`src/rtl/irqseq_pkg.sv`:
```
package irqseq_pkg;

  // One-cycle control strobes from the sequencer control to the datapath and the chip
  typedef struct packed {
    logic arClr;
    logic trLoad;
    logic memWe;
    logic pcClr;
    logic pcInc;
    logic scClr;
  } strobe_t;

endpackage

```
`src/rtl/irqseq_ctrl.sv`:
```
module irqseq_ctrl
  import irqseq_pkg::*;
#(
  parameter int SC_W = 4
) (
  input  logic            clk,
  input  logic            rstN,
  input  logic [SC_W-1:0] tStep,
  input  logic            ionStrobe,
  input  logic            iofStrobe,
  input  logic            fgi,
  input  logic            fgo,
  output strobe_t         strb,
  output logic            rPend,
  output logic            ienQ
);

  localparam logic [SC_W-1:0] STEP0 = SC_W'(0);
  localparam logic [SC_W-1:0] STEP1 = SC_W'(1);
  localparam logic [SC_W-1:0] STEP2 = SC_W'(2);

  logic inSeq0, inSeq1, inSeq2, armOk;

  assign inSeq0 = rPend && (tStep == STEP0);
  assign inSeq1 = rPend && (tStep == STEP1);
  assign inSeq2 = rPend && (tStep == STEP2);
  // arming is only allowed past the fetch/decode steps
  assign armOk  = ienQ && (fgi || fgo) && (tStep > STEP2);

  always_ff @(posedge clk) begin
    if (!rstN)       rPend <= 1'b0;
    else if (inSeq2) rPend <= 1'b0;
    else if (armOk)  rPend <= 1'b1;
  end

  // sequence completion has priority over both instruction strobes
  always_ff @(posedge clk) begin
    if (!rstN)          ienQ <= 1'b0;
    else if (inSeq2)    ienQ <= 1'b0;
    else if (iofStrobe) ienQ <= 1'b0;
    else if (ionStrobe) ienQ <= 1'b1;
  end

  always_comb begin
    strb        = '0;
    strb.arClr  = inSeq0;
    strb.trLoad = inSeq0;
    strb.memWe  = inSeq1;
    strb.pcClr  = inSeq1;
    strb.pcInc  = inSeq2;
    strb.scClr  = inSeq2;
  end

  a_r3_arm: assert property (@(posedge clk) disable iff (!rstN)
    (ienQ && (fgi || fgo) && (tStep > STEP2) && !rPend) |=> rPend);

  a_r4_no_early_arm: assert property (@(posedge clk) disable iff (!rstN)
    (!rPend && (tStep <= STEP2)) |=> !rPend);

  a_r5_no_arm_disabled: assert property (@(posedge clk) disable iff (!rstN)
    (!rPend && (!ienQ || !(fgi || fgo))) |=> !rPend);

  a_r8_done: assert property (@(posedge clk) disable iff (!rstN)
    (strb.scClr) |=> (!rPend && !ienQ));

  a_r2_ion: assert property (@(posedge clk) disable iff (!rstN)
    (ionStrobe && !iofStrobe && !strb.pcInc) |=> ienQ);

  a_r2_iof: assert property (@(posedge clk) disable iff (!rstN)
    iofStrobe |=> !ienQ);

  a_r9_quiet: assert property (@(posedge clk) disable iff (!rstN)
    !rPend |-> !(strb.arClr || strb.memWe || strb.pcClr || strb.pcInc || strb.scClr));

  a_r7_one_step: assert property (@(posedge clk) disable iff (!rstN)
    $onehot0({strb.arClr, strb.memWe, strb.pcInc}));

endmodule

```
`src/rtl/irqseq_dp.sv`:
```
module irqseq_dp
  import irqseq_pkg::*;
#(
  parameter int AW = 12,
  parameter int DW = 16
) (
  input  logic          clk,
  input  logic          rstN,
  input  strobe_t       strb,
  input  logic [AW-1:0] pcIn,
  output logic [DW-1:0] memWdata
);

  logic [AW-1:0] trReg;

  always_ff @(posedge clk) begin
    if (!rstN)            trReg <= '0;
    else if (strb.trLoad) trReg <= pcIn;
  end

  generate
    if (DW > AW) begin : g_ext
      assign memWdata = {{(DW-AW){1'b0}}, trReg};
    end else begin : g_trunc
      assign memWdata = trReg[DW-1:0];
    end
  endgenerate

  a_r6_capture: assert property (@(posedge clk) disable iff (!rstN)
    strb.trLoad |=> (memWdata == DW'($past(pcIn))));

  a_r7_hold: assert property (@(posedge clk) disable iff (!rstN)
    !strb.trLoad |=> $stable(memWdata));

endmodule

```
`src/rtl/irqseq_top.sv`:
```
module irqseq_top
  import irqseq_pkg::*;
#(
  parameter int SC_W = 4,
  parameter int AW   = 12,
  parameter int DW   = 16
) (
  input  logic            clk,
  input  logic            rstN,
  input  logic [SC_W-1:0] tStep,
  input  logic            ionStrobe,
  input  logic            iofStrobe,
  input  logic            fgi,
  input  logic            fgo,
  input  logic [AW-1:0]   pcIn,
  output logic            intPending,
  output logic            ienOut,
  output logic            arClr,
  output logic            memWe,
  output logic [DW-1:0]   memWdata,
  output logic            pcClr,
  output logic            pcInc,
  output logic            scClr
);

  strobe_t strb;

  irqseq_ctrl #(.SC_W(SC_W)) u_ctrl (
    .clk(clk), .rstN(rstN), .tStep(tStep),
    .ionStrobe(ionStrobe), .iofStrobe(iofStrobe),
    .fgi(fgi), .fgo(fgo),
    .strb(strb), .rPend(intPending), .ienQ(ienOut)
  );

  irqseq_dp #(.AW(AW), .DW(DW)) u_dp (
    .clk(clk), .rstN(rstN), .strb(strb), .pcIn(pcIn), .memWdata(memWdata)
  );

  assign arClr = strb.arClr;
  assign memWe = strb.memWe;
  assign pcClr = strb.pcClr;
  assign pcInc = strb.pcInc;
  assign scClr = strb.scClr;

endmodule

```
`config.mk`:
```
export PLATFORM = sky130hd
export DESIGN_NAME = irqseq_top
export DESIGN_NICKNAME = d
export VERILOG_FILES = /design/src/rtl/irqseq_pkg.sv /design/src/rtl/irqseq_ctrl.sv /design/src/rtl/irqseq_dp.sv /design/src/rtl/irqseq_top.sv
export SDC_FILE = /design/constraint.sdc
export NUM_CORES = 1
export LEC_CHECK = 0
export ABC_AREA = 0
export BUFFER_PORTS_ARGS = -buffer_cell sky130_fd_sc_hd__buf_2
export CORE_ASPECT_RATIO = 1.2
export CORE_MARGIN = 2
export CORE_UTILIZATION = 35
export DETAILED_ROUTE_END_ITERATION = 7
export PLACE_DENSITY = 0.69
export SKIP_LAST_GASP = 1
export SLEW_MARGIN = 20
export SYNTH_ARGS = -nofsm -noshare
export SYNTH_HDL_FRONTEND = slang
export SYNTH_SLANG_ARGS = --single-unit
```
`constraint.sdc`:
```
create_clock -name clk -period 1.3 [get_ports clk]
set_input_delay 0.195 -clock clk [delete_from_list [all_inputs] [get_ports clk]]
set_output_delay 0.195 -clock clk [all_outputs]
set_load 0.005 [all_outputs]
```
After elaboration in Yosys (flattened, before gate mapping)
Index checks and enable logic that the tools add are counted.

Register bits: 14. Input bits: 22. Output and inout port bits: 23. Logic and storage cells: 16.

$lt $le $gt $ge: 1. Eq/ne operators: 2. Bitwise operators: 1. Reduce and logical (&&, ||, !) cells: 9.

Operator list (count): 1-bit logical AND (5); 4-bit by 1-bit == test with 1-bit output, second input constant (1); 4-bit by 2-bit == test with 1-bit output, second input constant (1); 4-bit by 2-bit greater-than comparator with 1-bit output, second input constant (1); 4-bit zero test (1); 3-bit OR reduction (1); 2-bit OR reduction (1); 1-bit logical OR (1); 1-bit inverter (1).

Longest topological paths before layout
Gate-level depths: netlist of the first run.

Depth in word-level cells: 3. Mapped depth: 5. Mapped depth without buffers: 3.

Cells and area by module
Synthesis of the first run repeated with hierarchy kept, for this count alone.

Cells, all modules: 62. Area, all modules: 654.4 µm².

Modules (own cells, without submodules): irqseq_dp (instances 1, cells each 43, area each 484.2 µm², seq. area each 240.2 µm²); irqseq_ctrl (instances 1, cells each 19, area each 170.2 µm², seq. area each 40.0 µm²).

Worst setup path before layout of the first run
OpenSTA, ideal clock, no wires.

Kind: flip-flop to flip-flop. Start: register u_ctrl.rPend. End: register u_dp.trReg[0]. Setup time: 72 ps. Data arrival time: 973 ps. Required time: 1228 ps. Path slack: 255 ps. Stages on the path, launching flop included: 5. Path buffers: 2. Clock period less this slack: 1045 ps. Path through: dfxtp_1 -> and4bb_1 -> buf_6 -> buf_12 -> mux2i_1.

Cells in the longest elaborated chain, start to end: 1.

RTL lines: from (decl) (line irqseq_ctrl.sv:14) `output logic rPend,`; from (signal assigned) (line irqseq_ctrl.sv:31) `if (!rstN) rPend <= 1'b0;`; from (signal assigned) (line irqseq_ctrl.sv:32) `else if (inSeq2) rPend <= 1'b0;`; from (signal assigned) (line irqseq_ctrl.sv:33) `else if (armOk) rPend <= 1'b1;`; 1-bit logical AND (line irqseq_ctrl.sv:24) `assign inSeq0 = rPend && (tStep == STEP0);`; net arClr (line irqseq_top.sv:18) `output logic arClr,`; to (signal assigned) (line irqseq_dp.sv:18) `else if (strb.trLoad) trReg <= pcIn;`; to (decl) (line irqseq_dp.sv:14) `logic [AW-1:0] trReg;`.

The timed path passes the listed nets, and every way through them passes these cells. A chain may end at the register's enable or synchronous reset.

Final worst setup path of the first run
Start: register u_ctrl.rPend. End: output arClr.

Cells in the longest elaborated chain, start to end: 1.

RTL lines (line): 1-bit logical AND (irqseq_ctrl.sv:24); to (decl) (irqseq_top.sv:18).

Every way passes these cells.

==> results.md, run 1 <==
- Yosys reg bits: 14
- Worst hold path startpoint: iofStrobe
- Final Setup Violations: 0
- Share of cells above drive strength 1: 0.474
- Avg Inst Size Synth: 9.11 um2
- DR vias/cell: 4.51
- Fin area: 906 um2
- Hold buffer count at cts: 0
- Reg2reg start: u_ctrl.rPend
- Tcrit/Tclk final: 0.953
- Initial Util: 0.369
- Latest clock arrival within the worst-skew pair: approximately 260 ps
- GR Util met3: 0.0208
- DP Wirelength: 1050 um
- Post-Layout Cell Count: about 140
- Final worst slack: 61.4 ps
- Die area: 2300 um2
- Commonest non-fill, non-tap cell in the layout: buf_2
- Met1 usage in global routing: 0.143
- Count of cell types in the netlist: 19
- Hold EP: u_ctrl.ienQ
- Placed cell count: around 130
- Fill count: approximately 190
- CTS tree: built
- Commonest cells after routing, fill and taps aside: buf_2 (39), nand2_1 (25), dfxtp_1 (13), mux2i_1 (12), buf_4 (6)
- R2r endpoint: u_dp.trReg[2]
- Critical Path AT: 1040 ps
- Outcome: completed
- P&R area growth vs syn: 34.3%
- Skew final: roughly 1.4 ps
- Critical-path top delay cell: dfxtp_2
- Initial antenna violation count: 0
- Final hold violations: 0
- Core Area: 1830 um2
- Tot GR Track Use: 0.122
- Biggest cell delay along the critical path: 330 ps
- Peak supply drop: between 0.5 and 0.6 mV
- Setup CP Type: register to output port
- Crit-path cells: and4bb_1, buf_6, buf_6
- Total number of vias: a little over 600
- First-pass DRT Iterations: 3
- Most used routing layer: met2
- H-tree depth: 1
- Post-Syn Instances: 74
- Initial DRC count: 3
- Crit Path Max Fanout: 4
- RSZ-0062 raised after global routing: false
- Req. time, crit path: 1110 ps
- Lkg Pwr: 0.473 nW
- Highest attainable clock frequency: between 800 and 900 MHz
- Remaining DRCs: 0
- Port bufs: 40
- WL/cell: 10.4 um
- Placement Setup Slack: 132 ps
- Hold Crit Depth: 2
- Clk slew on worst S/H paths: 80 ps
- Global-route wire length before repair: 2130 um
- Critical path's most frequent cell: buf_6
- Flop-to-flop setup slack: 160 ps
- Sink Count: 14
- Placer Congestion: 0.655
- CP Capture Type: output port
- Total I/O pin count: 45
- R2R cell count: 4
- Multi-input gate area: 315 um2
- Hold_ws: 92.3 ps
- Met2 Use GR: 0.223
- Vias in the first global route: 552
- Die height: 52.1 um
- Final Max Slew Viols: 0
- CTS root buffer: clkbuf_4
- Min-Delay Path Class: input port to register
- Yosys warning count: 0
- Max-cap violation count: 0
- Setup TNS: 0 ps
- Num rows: 17
- Die width: between 40 and 50 um
- Inserted Clock Buffers: 3
- Startpoint Class: register
- Grt total ovfl: 0
- N_diodes: 0
- Final nets: 140
- Pwr/cell area: 820 nW/um2
- Pin count of the biggest net entering global routing: 27
- CTS Buffer Depth: 2
- Sequential-to-total area share from yosys stat: 0.416
- Total wire length: 1400 um
- Placed Instance Area: 835 um2
- Final ANT Viol Nets: 0
- Post-layout minimum cycle time: 1240 ps
- Seq. cell area: 282 um2
- Cell area after synthesis: a little under 700 um2
==> power by group <==
group,switching [W],total (W),internal [W]
Sequential,0.00000243,0.000435,0.000433
Clock,0.000122,0.000229,0.000107
Combinational,0.0000383,0.0000791,0.0000409
Total,0.000163,0.000743,0.000581
==> flip-flops by register name, indices dropped and copies added, names as in the netlist <==
register	flops
u_dp.trReg	12
u_ctrl.rPend	1
u_ctrl.ienQ	1
==> synthesized netlist by cell type <==
cell type  instances  area, um2
and4b_2            1       11.3
clkbuf_1           1       3.75
o211a_1            1       10.0
nor3_1             1       5.00
buf_12             1       20.0
dfxtp_1           14        280
buf_4              6       45.0
conb_1             1       3.75
nor2b_1            1       6.26
buf_6              1       11.3
nor2_1             2       7.51
and4bb_1           1       12.5
nor2_2             1       6.26
nor4b_2            1       15.0
mux2i_1           12        120
nand2_1           25       93.8
buf_2              2       10.0
and3_2             1       7.51
o21ai_0            1       5.00
==> layer usage <==
| layer | wire length (um) | vias to the layer above | share of wire |
|---|---|---|---|
| met1 | 533 | 268 | 0.38 |
| met3 | 108 | 0 | 0.077 |
| met2 | 759 | 24 | 0.54 |
| met5 | 0 | - | 0 |
| li1 | - | 317 | - |
| met4 | 0 | 0 | 0 |
==> through the flow <==
stage                     utilization  power (W)
after global placement          0.456   0.000520
final                           0.495   0.000743
after floorplan                     -   0.000491
after global routing            0.495   0.000784
after detailed placement        0.456   0.000521
after CTS                       0.479   0.000756
==> worst max path at each step <==
stage | start | end | slack (ps) | cells past startpoint
2_1_floorplan | u_ctrl.rPend | u_dp.trReg[0] | 260 | 4
5_1_grt | u_ctrl.rPend | arClr | 3 | 3
3_3_place_gp | tStep[3] | u_dp.trReg[2] | 180 | 5
4_1_cts | u_ctrl.rPend | arClr | 20 | 3
6_report | u_ctrl.rPend | arClr | 60 | 3
3_5_place_dp | tStep[3] | u_dp.trReg[2] | 130 | 5
==> cell type report <==
type,count,share of cell area
multi-input cells,52,0.348
well taps,19,0.0262
flip-flops and latches,14,0.311
clock buffers,3,0.0249
repair buffers,47,0.290
==> critical path: cells and delay by family, from the launching register on <==
family	cells	cell delay, ps
DFF	1	330
and+or+nand+nor	1	230
buffers and inverters	2	210
==> cells by family after synthesis <==
group | share of synthesized area
mux | 0.178
simple gates | 0.245
compound gates | 0.0223
buf+inv | 0.134
other cells | 0.00556
flops | 0.416
==> timing repair <==
action,CTS,global route
gates resized for setup,2,1
buffers inserted,2,3
setup endpoints to repair,1,1
pin swaps,0,0
Power figures use the tool's default switching activity.
==> inputs of run 2 (changes only) <==
PLACE_DENSITY = unset   (was 0.69)
PLACE_DENSITY_LB_ADDON = 0.08   (was unset)
==> results.md, run 2 (synthesis results as in run 1) <==
- Outcome: completed
- DP Wirelength: 922 um (-12%)
- Total number of vias: 594 (-2.5%)
- Core Area: 1830 um2 (unchanged)
- Skew final: 0.403 ps (-0.971 ps)
- Critical Path AT: 1060 ps (+20 ps)
- Tcrit/Tclk final: 0.968 (+0.0151)
- H-tree depth: 1 (unchanged)
- Die width: 44.1 um (unchanged)
- Post-layout minimum cycle time: 1260 ps (+19.7 ps)
- Commonest cells after routing, fill and taps aside: buf_2 (39), nand2_1 (25), dfxtp_1 (13), mux2i_1 (12), conb_1 (4)
- Share of cells above drive strength 1: 0.460 (-0.0140)
- Die area: 2300 um2 (unchanged)
- Initial DRC count: 1 (-2)
- Latest clock arrival within the worst-skew pair: 270 ps (about the same)
- Final ANT Viol Nets: 0 (unchanged)
- Placement Setup Slack: 116 ps (-16.0 ps)
- Peak supply drop: 0.360 mV (-37%)
- Final worst slack: 41.7 ps (-19.7 ps)
- Final hold violations: 0 (unchanged)
- Final Setup Violations: 0 (unchanged)
- Num rows: 17 (unchanged)
- Placer Congestion: 0.618 (-5.6%)
- Setup TNS: 0 ps (unchanged)
- Setup CP Type: register to output port
- Die height: 52.1 um (unchanged)
- CTS Buffer Depth: 2 (unchanged)
- Startpoint Class: register
- Total I/O pin count: 45 (unchanged)
- Max-cap violation count: 0 (unchanged)
- Commonest non-fill, non-tap cell in the layout: buf_2
- Biggest register: u_dp.trReg
- N_diodes: 0 (unchanged)
- WL/cell: 9.48 um (-8.6%)
- Min-Delay Path Class: input port to register
- Lkg Pwr: 0.461 nW (-2.5%)
- First-pass DRT Iterations: 3 (unchanged)
- Inserted Clock Buffers: 3 (unchanged)
- Initial Util: 0.369 (unchanged)
- Remaining DRCs: 0 (unchanged)
- Regs by FF count: u_dp.trReg: 12 flops, u_ctrl.ienQ: 1 flops, u_ctrl.rPend: 1 flops
- Vias in the first global route: 462 (-16%)
- Global-route wire length before repair: 1970 um (-7.8%)
- RSZ-0062 raised after global routing: true
- Clk slew on worst S/H paths: 80 ps (about the same)
- Req. time, crit path: 1110 ps (about the same)
- Sink Count: 14 (unchanged)
- Port bufs: 40 (unchanged)
- Crit Path Max Fanout: 4 (unchanged)
- Tot GR Track Use: 0.122 (+0.000279)
- Number of flip-flops in the largest register: 12 (unchanged)
- Pin count of the biggest net entering global routing: 27 (unchanged)
- CTS root buffer: clkbuf_4
- CTS tree: built
- Highest attainable clock frequency: 795 MHz (-1.6%)
- Grt total ovfl: 0 (unchanged)
- Total wire length: 1250 um (-11%)
- Final nets: 136 (-2.9%)
- CP Capture Type: output port
- P&R area growth vs syn: 33.8%
- Final Max Slew Viols: 0 (unchanged)
- Pwr/cell area: 903 nW/um2 (+10%)
- Initial antenna violation count: 0 (unchanged)
- DR vias/cell: 4.50 (-0.25%)
## run 2: cell types whose count changed in the layout (fill, tap and decap cells not counted)
cell,change
buf_12,+1
clkbuf_8,+1
buf_4,-5
## run 2: path summary, 6_finish.rpt
check / cells after the start / startpoint / slack, ps / to
worst max-delay path: 3 / u_ctrl.rPend / 40 / arClr
worst min-delay path: 2 / iofStrobe / 80 / u_ctrl.ienQ
worst max register to register: 4 / u_ctrl.rPend / 140 / u_dp.trReg[10]
worst min register to register: 2 / u_dp.trReg[2] / 450 / u_dp.trReg[2]
## run 2: timing repair
action	in CTS	in global routing
resized for setup	1	2
gates cloned	0	0
endpoints found under the setup margin	1	8
setup buffers	1	1
hold buffers	0	0
## run 2: per-layer routing
metal | global-route usage | wire [um] | vias up
li1 | - | - | 307
met1 | 0.144 | 533 | 259
met2 | 0.186 | 587 | 26
met3 | 0.0521 | 115 | 2
met4 | 0.0606 | 13 | 0
met5 | 0 | 0 | -
## run 2: stage by stage
step                cells  instance area [um2]  hold WS [ps]  total power, W  utilization
finish                132                  902          81.6        0.000814        0.493
global route          132                  902          60.0        0.000864        0.493
CTS                   131                  885          68.3        0.000829        0.484
detailed placement    126                  840           368        0.000521        0.459
global placement      126                  840           368        0.000520        0.459
floorplan              77                  686           266        0.000491            -
## run 2: area by class of cell
type                    count  area (um2)
multi-input cells          52         315
fillers                   183         927
well taps                  19        23.8
flip-flops and latches     14         282
repair buffers             43         245
clock buffers               4        36.3
## run 2: critical path: stages (launching register included)
cell,delay [ps]
dfxtp_2,340
and4bb_1,220
buf_12,130
buf_6,100
## run 2: power by group
group / internal, W / leakage (nW) / total, W / switching [W]
combinational: 0.0000404 / 0.326 / 0.0000776 / 0.0000372
clock: 0.000170 / 0.0210 / 0.000301 / 0.000131
sequential: 0.000433 / 0.113 / 0.000436 / 0.00000274
total: 0.000643 / 0.461 / 0.000814 / 0.000171
